**config.mk**
```make
export PLATFORM = sky130hd
export DESIGN_NAME = mw_addr_loader
export DESIGN_NICKNAME = d
export VERILOG_FILES = /design/src/rtl/mw_pkg.sv /design/src/rtl/mw_slot_timer.sv /design/src/rtl/mw_word_engine.sv /design/src/rtl/mw_addr_loader.sv
export SDC_FILE = /design/constraint.sdc
export NUM_CORES = 1
export LEC_CHECK = 0
export ABC_CLOCK_PERIOD_IN_PS = 3100
export BUFFER_PORTS_ARGS = -buffer_cell sky130_fd_sc_hd__clkbuf_2
export CORE_ASPECT_RATIO = 0.75
export CORE_MARGIN = 5
export CORE_UTILIZATION = 40
export DETAILED_ROUTE_END_ITERATION = 10
export SKIP_LAST_GASP = 1
export SYNTH_ARGS = -nofsm -noshare
export SYNTH_HDL_FRONTEND = slang
export SYNTH_SLANG_ARGS = --single-unit
```
**constraint.sdc**
```tcl
create_clock -name clk -period 3.1 [get_ports clk]
set_clock_uncertainty 0.15 [all_clocks]
set_input_delay 0.155 -clock clk [delete_from_list [all_inputs] [get_ports clk]]
set_output_delay 0.155 -clock clk [all_outputs]
set_load 0.1 [all_outputs]
```
**src/rtl/mw_pkg.sv**
```systemverilog
package mw_pkg;
    localparam int CMD_BITS  = 10;
    localparam int WADDR_W   = 6;
    localparam int WORD_W    = 16;

    typedef enum logic [2:0] {
        PH_IDLE, PH_SEL, PH_CMD, PH_GAP, PH_READ, PH_END
    } phase_t;

    typedef enum logic [1:0] {
        T_IDLE, T_WORD, T_CHECK
    } top_t;

    typedef struct packed {
        logic cs;
        logic sk;
        logic di;
    } pins_t;

    // dummy bit, start bit, read opcode, then the word address
    function automatic logic [CMD_BITS-1:0] read_cmd(input logic [WADDR_W-1:0] a);
        return {4'b0110, a};
    endfunction
endpackage

```
**src/rtl/mw_slot_timer.sv**
```systemverilog
module mw_slot_timer #(
    parameter int DIV_W = 8
) (
    input  logic             clk,
    input  logic             rst,
    input  logic             run,
    input  logic [DIV_W-1:0] half_div,
    output logic             tick
);
    logic [DIV_W-1:0] cnt;

    always_ff @(posedge clk) begin
        if (rst || !run || cnt == '0) cnt <= half_div;
        else                          cnt <= cnt - 1'b1;
    end

    assign tick = run && (cnt == '0);
endmodule

```
**src/rtl/mw_word_engine.sv**
```systemverilog
module mw_word_engine
    import mw_pkg::*;
(
    input  logic                clk,
    input  logic                rst,
    input  logic                go,
    input  logic                tick,
    input  logic [WADDR_W-1:0]  waddr,
    input  logic                sdo,
    output pins_t               pins,
    output logic                active,
    output logic                word_done,
    output logic [WORD_W-1:0]   word_data
);
    localparam int CNT_W = $clog2(WORD_W);

    phase_t             phase;
    logic [CNT_W-1:0]   cnt;
    logic               hi;
    logic [CMD_BITS-1:0] cmd;

    assign cmd = read_cmd(waddr);

    always_ff @(posedge clk) begin
        if (rst) begin
            phase     <= PH_IDLE;
            cnt       <= '0;
            hi        <= 1'b0;
            word_done <= 1'b0;
            word_data <= '0;
        end else begin
            word_done <= 1'b0;
            case (phase)
                PH_IDLE: if (go) phase <= PH_SEL;
                PH_SEL: if (tick) begin
                    phase <= PH_CMD;
                    cnt   <= '0;
                    hi    <= 1'b0;
                end
                PH_CMD: if (tick) begin
                    if (!hi) hi <= 1'b1;
                    else begin
                        hi <= 1'b0;
                        if (cnt == CNT_W'(CMD_BITS-1)) phase <= PH_GAP;
                        else cnt <= cnt + 1'b1;
                    end
                end
                PH_GAP: if (tick) begin
                    phase <= PH_READ;
                    cnt   <= '0;
                    hi    <= 1'b1;
                end
                PH_READ: if (tick) begin
                    if (hi) hi <= 1'b0;
                    else begin
                        word_data <= {word_data[WORD_W-2:0], sdo};
                        hi        <= 1'b1;
                        if (cnt == CNT_W'(WORD_W-1)) begin
                            phase <= PH_END;
                            hi    <= 1'b0;
                        end else cnt <= cnt + 1'b1;
                    end
                end
                PH_END: if (tick) begin
                    phase     <= PH_IDLE;
                    word_done <= 1'b1;
                end
                default: phase <= PH_IDLE;
            endcase
        end
    end

    assign active  = (phase != PH_IDLE);
    assign pins.cs = (phase != PH_IDLE) && (phase != PH_SEL);
    assign pins.sk = ((phase == PH_CMD) || (phase == PH_READ)) && hi;
    assign pins.di = (phase == PH_CMD) ? cmd[CMD_BITS-1-int'(cnt)] : 1'b0;


    sk_under_cs_chk: assert property (@(posedge clk) disable iff (rst)
        pins.sk |-> pins.cs);


    di_hold_chk: assert property (@(posedge clk) disable iff (rst)
        (pins.sk && $past(pins.sk)) |-> $stable(pins.di));


    cs_drop_chk: assert property (@(posedge clk) disable iff (rst)
        word_done |-> !pins.cs);
endmodule

```
**src/rtl/mw_addr_loader.sv**
```systemverilog
module mw_addr_loader
    import mw_pkg::*;
#(
    parameter int DIV_W    = 8,
    parameter int N_BYTES  = 32,
    parameter int KEY_IDX  = 0,
    parameter int CSUM_IDX = 31,
    parameter int ADDR_OFF = 16
) (
    input  logic             clk,
    input  logic             rst,
    input  logic             start,
    input  logic [DIV_W-1:0] half_div,
    input  logic             eep_do,
    output logic             eep_cs,
    output logic             eep_sk,
    output logic             eep_di,
    output logic             busy,
    output logic             done,
    output logic             csum_err,
    output logic [47:0]      station_addr
);
    localparam int N_WORDS = N_BYTES / 2;
    localparam int WIDX_W  = $clog2(N_WORDS);
    localparam int ADDR_BYTES = 6;

    top_t              state;
    logic [WIDX_W-1:0] widx;
    logic              go;
    logic              tick, eng_active, word_done;
    logic [WORD_W-1:0] word_data;
    pins_t             pins;
    logic [7:0]        img [N_BYTES];
    logic [7:0]        xsum;
    logic [47:0]       addr_nxt;

    mw_slot_timer #(.DIV_W(DIV_W)) u_timer (
        .clk(clk), .rst(rst), .run(eng_active), .half_div(half_div), .tick(tick)
    );

    mw_word_engine u_engine (
        .clk(clk), .rst(rst), .go(go), .tick(tick),
        .waddr(WADDR_W'(widx)), .sdo(eep_do), .pins(pins),
        .active(eng_active), .word_done(word_done), .word_data(word_data)
    );

    always_comb begin
        xsum = '0;
        for (int i = KEY_IDX; i < CSUM_IDX; i++) xsum ^= img[i];
        for (int i = 0; i < ADDR_BYTES; i++)
            addr_nxt[47-8*i -: 8] = img[ADDR_OFF+i];
    end

    always_ff @(posedge clk) begin
        if (rst) begin
            state        <= T_IDLE;
            widx         <= '0;
            go           <= 1'b0;
            done         <= 1'b0;
            csum_err     <= 1'b0;
            station_addr <= '0;
            for (int i = 0; i < N_BYTES; i++) img[i] <= '0;
        end else begin
            go <= 1'b0;
            case (state)
                T_IDLE: if (start) begin
                    state    <= T_WORD;
                    widx     <= '0;
                    go       <= 1'b1;
                    done     <= 1'b0;
                    csum_err <= 1'b0;
                end
                T_WORD: if (word_done) begin
                    img[{widx, 1'b0}] <= word_data[15:8];
                    img[{widx, 1'b1}] <= word_data[7:0];
                    if (widx == WIDX_W'(N_WORDS-1)) state <= T_CHECK;
                    else begin
                        widx <= widx + 1'b1;
                        go   <= 1'b1;
                    end
                end
                T_CHECK: begin
                    state    <= T_IDLE;
                    done     <= 1'b1;
                    csum_err <= (xsum != img[CSUM_IDX]);
                    if (xsum == img[CSUM_IDX]) station_addr <= addr_nxt;
                end
                default: state <= T_IDLE;
            endcase
        end
    end

    assign busy   = (state != T_IDLE);
    assign eep_cs = pins.cs;
    assign eep_sk = pins.sk;
    assign eep_di = pins.di;


    idle_cs_low_chk: assert property (@(posedge clk) disable iff (rst)
        !busy |-> !eep_cs);


    start_ignored_chk: assert property (@(posedge clk) disable iff (rst)
        (busy && start && state == T_WORD && !word_done) |=> (busy && $stable(widx)));


    err_with_done_chk: assert property (@(posedge clk) disable iff (rst)
        csum_err |-> done);


    done_idle_chk: assert property (@(posedge clk) disable iff (rst)
        done |-> !busy);
endmodule

```
==> impl_metrics.csv, run 1 <==
group,metric,value,unit
sta,hold_violations,0,
synth,yosys_register_bits,346,
synth,mappedNetlistArea,0.0159,mm²
setup_path,worst-path-stages,7,
setup_path,cp_slowest_stage_delay,460,ps
global_routing,grt_use_total,15.5,%
global_routing,grt_max_degree,97,
clock_tree,clock_sinks,346,
clock_tree,cts_max_level,2,
min_path,hold-path-endpoint,"u_engine.hi",
synth,postSynthAreaPerCell,12.3,µm²
detailed_routing,wire_per_inst,17.9,µm
cells_and_area,final_net_count,1386,
cells_and_area,mostFrequentLayoutCells,"258 x and2_1, 256 x edfxtp_1, 227 x xnor2_1",
synth,syn_nets,1316,
die,core,0.0394,mm²
die,die_y,183,µm
die,fp-row-count,63,
die,die_area,0.0438,mm²
detailed_routing,wirelength,34100,µm
setup_path,cp-start-kind,"flip-flop",
setup_path,reg2reg_depth,9,
setup_path,r2r_setup_slack,340,ps
cells_and_area,drive_above_1_share,11.4,%
setup_path,path_class,"reg2out",
sta,min_period,2890,ps
setup_path,crit_buf_inv,2,
setup_path,r2r_start,"img[9][7]",
clock_tree,cts_buffers,37,
power_and_ir_drop,switchingPower,2.40,mW
setup_path,cp_slowest_cell,"dfxtp_1",
power_and_ir_drop,pwr_density_cell,586,mW/mm²
detailed_routing,route.antenna.remaining_nets,0,
setup_path,r2r_end,"station_addr[47]",
setup_path,crit_fanout,6,
sta,fmax,0.346,GHz
power_and_ir_drop,power,10.6,mW
setup_path,crit_required,2790,ps
sta,whs,76.2,ps
power_and_ir_drop,p_seq_share,49.1,%
sta,setup_viol,0,
die,die_w,240,µm
placed_design,dp_hpwl,21100,µm
setup_path,crit_path_cell_trace,"inv_1 > ha_1 > ha_1 > mux2i_1 > o22ai_1 > and3_1 > clkbuf_2",
clock_tree,insertion_delay,530,ps
global_routing,overflow,0,
detailed_routing,drc,0,
flow_run,cap_viol_max_count,0,
clock_tree,cts_root_buffer,"clkbuf_16",
placed_design,placed_cells,1833,
power_and_ir_drop,comb_power_share,9.7,%
sta,tightest_slew,1040,ps
detailed_routing,drt-pass1-iter-count,4,
die,initial_utilization,40.3,%
power_and_ir_drop,switching_share,22.6,%
power_and_ir_drop,p_int,8.19,mW
cells_and_area,mostFrequentLayoutCell,"and2_1",
cells_and_area,fillers,3534,
setup_path,crit_family,"buffers and inverters",
setup_path,worst_setup_path_end_kind,"output pin",
power_and_ir_drop,clockPowerShare,41.2,%
placed_design,port_buffers,65,
setup_path,cp_common_cell,"ha_1",
synth,ys_seq_area_share,59.8,%
clock_tree,cts_setup_buffers,0,
cells_and_area,multi_input_area,0.00611,mm²
min_path,hp-start,"rst",
sta,setup_tns,0,ps
detailed_routing,first_iter_violations,724,
power_and_ir_drop,p_leak,6.69,nW
synth,synth_cell_types,35,
clock_tree,cts_tree,"done",
min_path,hold_depth,3,
detailed_routing,vias_per_cell,4.72,
global_routing,antenna_found_initial,2,
synth,synthCells,1292,
placed_design,place.gp.congestion,0.762,
setup_path,crit_arrival,2580,ps
cells_and_area,seqCellArea,0.00949,mm²
power_and_ir_drop,vdd.ir_drop.worst,0.296,mV
synth,ys_warn_count,0,
global_routing,first_global_vias,8827,
sta,rsz0062_at_grt,"no",
cells_and_area,fin_cells,1911,
cells_and_area,areaGrowthSynthToFinish,13.8,%
sta,relSlewSlack,30.4,%
detailed_routing,vias,9027,
clock_tree,clockBufferDepth,3,
global_routing,grt_first_pass_wirelength,52800,µm
setup_path,startpoint,"u_engine.cnt[1]",
sta,fin_crit_sh,93.2,%
sta,maxSlewViolCount,0,
min_path,worstHoldPathType,"in2reg",
clock_tree,clk_pin_slew,60,ps
status,outcome,"finished, final reports clean",
die,pin_count,66,
[Yosys cell counts, drive strengths merged]
master,number,area [µm²]
o21ai,14,70.1
nor2,29,109
ha,12,150
nor3,12,60.1
or3,2,12.5
o22ai,3,18.8
and2,258,1610
o211a,1,10.0
mux4,1,22.5
buf,5,30.0
a22oi,1,7.51
xor2,31,272
nand2,57,214
clkbuf,60,225
nor4,2,12.5
nor2b,2,12.5
nor3b,2,15.0
mux2i,49,490
edfxtp,256,7690
o221a,1,11.3
or2,17,106
nand3,8,40.0
a211oi,2,15.0
a21oi,33,165
and4,1,8.76
nand3b,1,7.51
a31oi,1,6.26
inv,8,30.0
nand2b,99,619
xnor2,227,1990
and3,4,25.0
nand4b,1,8.76
dfxtp,90,1800
nand4,2,12.5
[flip-flops by register name, summed over array words and instances (netlist names)]
| signal | flops |
|---|---|
| u_timer.cnt | 8 |
| u_engine.phase | 3 |
| state | 2 |
| go | 1 |
| csum_err | 1 |
| station_addr | 48 |
| done | 1 |
| u_engine.word_data | 16 |
| u_engine.hi | 1 |
| u_engine.word_done | 1 |
| img | 256 |
| u_engine.cnt | 4 |
| widx | 4 |
[area by class of cell]
type | instances | share of cell area (%)
Antenna cell | 2 | 0.0277
Clock buffer | 48 | 5.69
Clock inverter | 18 | 0.914
Inverter | 8 | 0.166
Multi-Input combinational cell | 873 | 33.8
Sequential cell | 346 | 52.5
Tap cell | 520 | 3.60
Timing Repair Buffer | 96 | 3.31
[how the worst max path moves through the flow]
stage                                  end  slack [ps]
after detailed placement  station_addr[45]         370
after CTS                           eep_di         180
after global placement    station_addr[13]         360
after floorplan                     eep_sk         660
final                               eep_di         210
after global routing                eep_di          80
[worst reg2reg max path: stages, from the launching register on]
cell	delay, ps
edfxtp_1	400
xnor2_1	420
xnor2_1	190
xnor2_1	110
xnor2_1	300
xnor2_1	100
nor4_1	240
nand4_1	230
buf_12	280
mux2i_1	230
[per-stage QoR]
step           util [%]  setup WS (ps)  instance area (µm²)
3_3_place_gp       42.6            361                16800
6_report           45.9            212                18100
4_1_cts            45.9            177                18100
2_1_floorplan         -            665                15900
3_5_place_dp       42.6            372                16800
5_1_grt            45.9           80.2                18100
[cell families after synthesis]
family          count (synthesis)  share of synthesized area, %
simple gates                  497                          18.1
flops                         346                          59.8
xor+xnor                      258                          14.2
buf+inv                        73                          1.80
compound gates                 56                          1.91
mux                            50                          3.23
fa+ha+maj                      12                         0.946
[timing repair]
item	in CTS	in global routing
hold buffers	10	0
setup endpoints to repair	0	0
hold endpoints to repair	15	0
gates resized for setup	0	0
[metal layers]
metal / track usage, % / vias up / part of all wire, %
met5: 0 / - / 0
met4: 3.52 / 0 / 1.9
met3: 2.43 / 52 / 4.9
met2: 21.8 / 174 / 42
met1: 25.0 / 4365 / 52
li1: - / 4436 / -
[power groups by stage]
stage / Combinational, mW / Clock, mW / Sequential [mW]
finish: 1.03 / 4.36 / 5.20
global route: 1.12 / 4.67 / 5.21
CTS: 1.05 / 4.46 / 5.20
detailed placement: 1.03 / 0 / 5.30
global placement: 1.03 / 0 / 5.29
floorplan: 0.808 / 0 / 5.27
No activity file was read; power rests on OpenSTA's default activity.
==> inputs of run 2 (changes only) <==
PLACE_DENSITY_LB_ADDON = 0.05   (was unset)
==> impl_metrics.csv, run 2 (synthesis gave the netlist of run 1 again) <==
group,metric,value,unit
status,outcome,"finished, final reports clean",
global_routing,overflow,0,
detailed_routing,wirelength,37800,µm
global_routing,antenna_found_initial,3,
power_and_ir_drop,pwr_density_cell,588,mW/mm²
cells_and_area,mostFrequentLayoutCells,"258 x and2_1, 256 x edfxtp_1, 227 x xnor2_1",
sta,hold_violations,0,
setup_path,cp_slowest_cell,"dfxtp_1",
setup_path,cp_slowest_stage_delay,460,ps
sta,setup_viol,0,
global_routing,grt_max_degree,147,
setup_path,crit_fanout,6,
clock_tree,clock_sinks,346,
detailed_routing,first_iter_violations,540,
clock_tree,cts_max_level,2,
cells_and_area,mostFrequentLayoutCell,"and2_1",
min_path,worstHoldPathType,"in2reg",
detailed_routing,drt-pass1-iter-count,4,
setup_path,crit_path_cell_trace,"inv_1 > ha_1 > ha_1 > mux2i_1 > o22ai_1 > and3_1 > buf_2",
sta,fmax,0.350,GHz
sta,maxSlewViolCount,0,
die,pin_count,66,
placed_design,place_ws,75.7,ps
detailed_routing,vias_per_cell,4.69,
clock_tree,clk_pin_slew,60,ps
placed_design,dp_hpwl,23400,µm
die,die_y,183,µm
die,fp-row-count,63,
cells_and_area,largest_reg_flops,256,
sta,whs,28.1,ps
clock_tree,cts_root_buffer,"clkbuf_16",
setup_path,path_class,"reg2out",
placed_design,port_buffers,65,
setup_path,cp-start-kind,"flip-flop",
setup_path,crit_arrival,2550,ps
clock_tree,cts_tree,"done",
clock_tree,cts_setup_buffers,0,
die,die_w,240,µm
placed_design,place.gp.congestion,0.741,
detailed_routing,vias,8964,
cells_and_area,reg.largest.list,"img (256), station_addr (48), u_engine.word_data (16)",
detailed_routing,wire_per_inst,19.7,µm
detailed_routing,drc,0,
clock_tree,cts_buffers,37,
clock_tree,insertion_delay,510,ps
power_and_ir_drop,vdd.ir_drop.worst,0.334,mV
cells_and_area,utilization,45.9,%
sta,setup_tns,0,ps
cells_and_area,final_net_count,1389,
sta,relSlewSlack,23.1,%
die,core,0.0394,mm²
sta,final.setup.worst_slack,240,ps
sta,rsz0062_at_grt,"no",
flow_run,cap_viol_max_count,0,
die,die_area,0.0438,mm²
setup_path,worst_setup_path_end_kind,"output pin",
detailed_routing,route.antenna.remaining_nets,0,
global_routing,first_global_vias,8790,
die,initial_utilization,40.3,%
global_routing,grt_use_total,17.3,%
setup_path,crit_required,2790,ps
cells_and_area,max_flop_register,"img",
cells_and_area,drive_above_1_share,11.6,%
sta,min_period,2860,ps
cells_and_area,areaGrowthSynthToFinish,14.0,%
setup_path,cp_common_cell,"ha_1",
clock_tree,clockBufferDepth,3,
power_and_ir_drop,p_leak,6.71,nW
global_routing,grt_first_pass_wirelength,57100,µm
sta,fin_crit_sh,92.2,%
sta,tightest_slew,1150,ps
-- run 2: cell types whose count changed in the layout (fill, tap and decap cells not counted) --
cell / change
buf_2: +1
buf_4: +3
bufinv_16: -3
clkbuf_1: +5
clkbuf_16: +1
clkbuf_2: -1
clkbuf_8: +7
clkinv_1: -5
clkinv_2: -3
clkinvlp_4: -1
inv_6: -2
nor4_1: -1
nor4_2: +1
-- run 2: through the flow --
stage,cell area (µm²),power [mW],cells
3_5_place_dp,16800,6.39,1836
2_1_floorplan,15900,6.08,1292
5_1_grt,18100,11.0,1911
6_report,18100,10.6,1913
4_1_cts,18100,10.8,1911
3_3_place_gp,16800,6.39,1836
-- run 2: path summary, 6_finish.rpt --
kind                     from           endpoint  slack, ps  depth (start not counted)
max           u_engine.cnt[1]             eep_di        240                          7
min                       rst  u_engine.phase[2]         30                          3
max reg2reg        img[11][4]           csum_err        250                          9
min reg2reg  station_addr[38]   station_addr[38]        320                          2
-- run 2: worst max-delay path: cells and delay by family (launching register included) --
family | cells | cell delay, ps
buffers and inverters | 2 | 540
adder cells (fa/ha/maj) | 2 | 530
flip-flops | 1 | 460
AND/OR/NAND/NOR | 1 | 190
AO/OA/AOI/OAI | 1 | 180
multiplexers | 1 | 130
-- run 2: where the power goes --
group          internal (mW)  total [mW]  leakage [nW]  switching, mW
clock                   2.56        4.34         0.581           1.78
sequential              5.11        5.20          3.29         0.0855
combinational          0.495        1.10          2.84          0.608
-- run 2: routing by layer --
metal	GRT usage [%]	vias up	share of wire [%]
met5	0	-	0
met3	2.60	43	4.3
met1	28.5	4328	53
met2	24.0	157	41
li1	-	4436	-
met4	3.11	0	1.3
-- run 2: final cells by class --
| type | count | area, µm² |
|---|---|---|
| diodes | 2 | 5.00 |
| clock buffers | 61 | 1170 |
| clock inverters | 4 | 16.3 |
| fillers | 3587 | 21300 |
| inverters | 8 | 30.0 |
| multi-input cells | 873 | 6120 |
| flip-flops and latches | 346 | 9490 |
| well taps | 520 | 651 |
| repair buffers | 99 | 621 |
-- run 2: repair_timing --
item                       in CTS  in global routing
hold endpoints to repair       12                  0
hold buffers                   10                  0
setup endpoints to repair       0                 34
gates resized for setup         0                  2
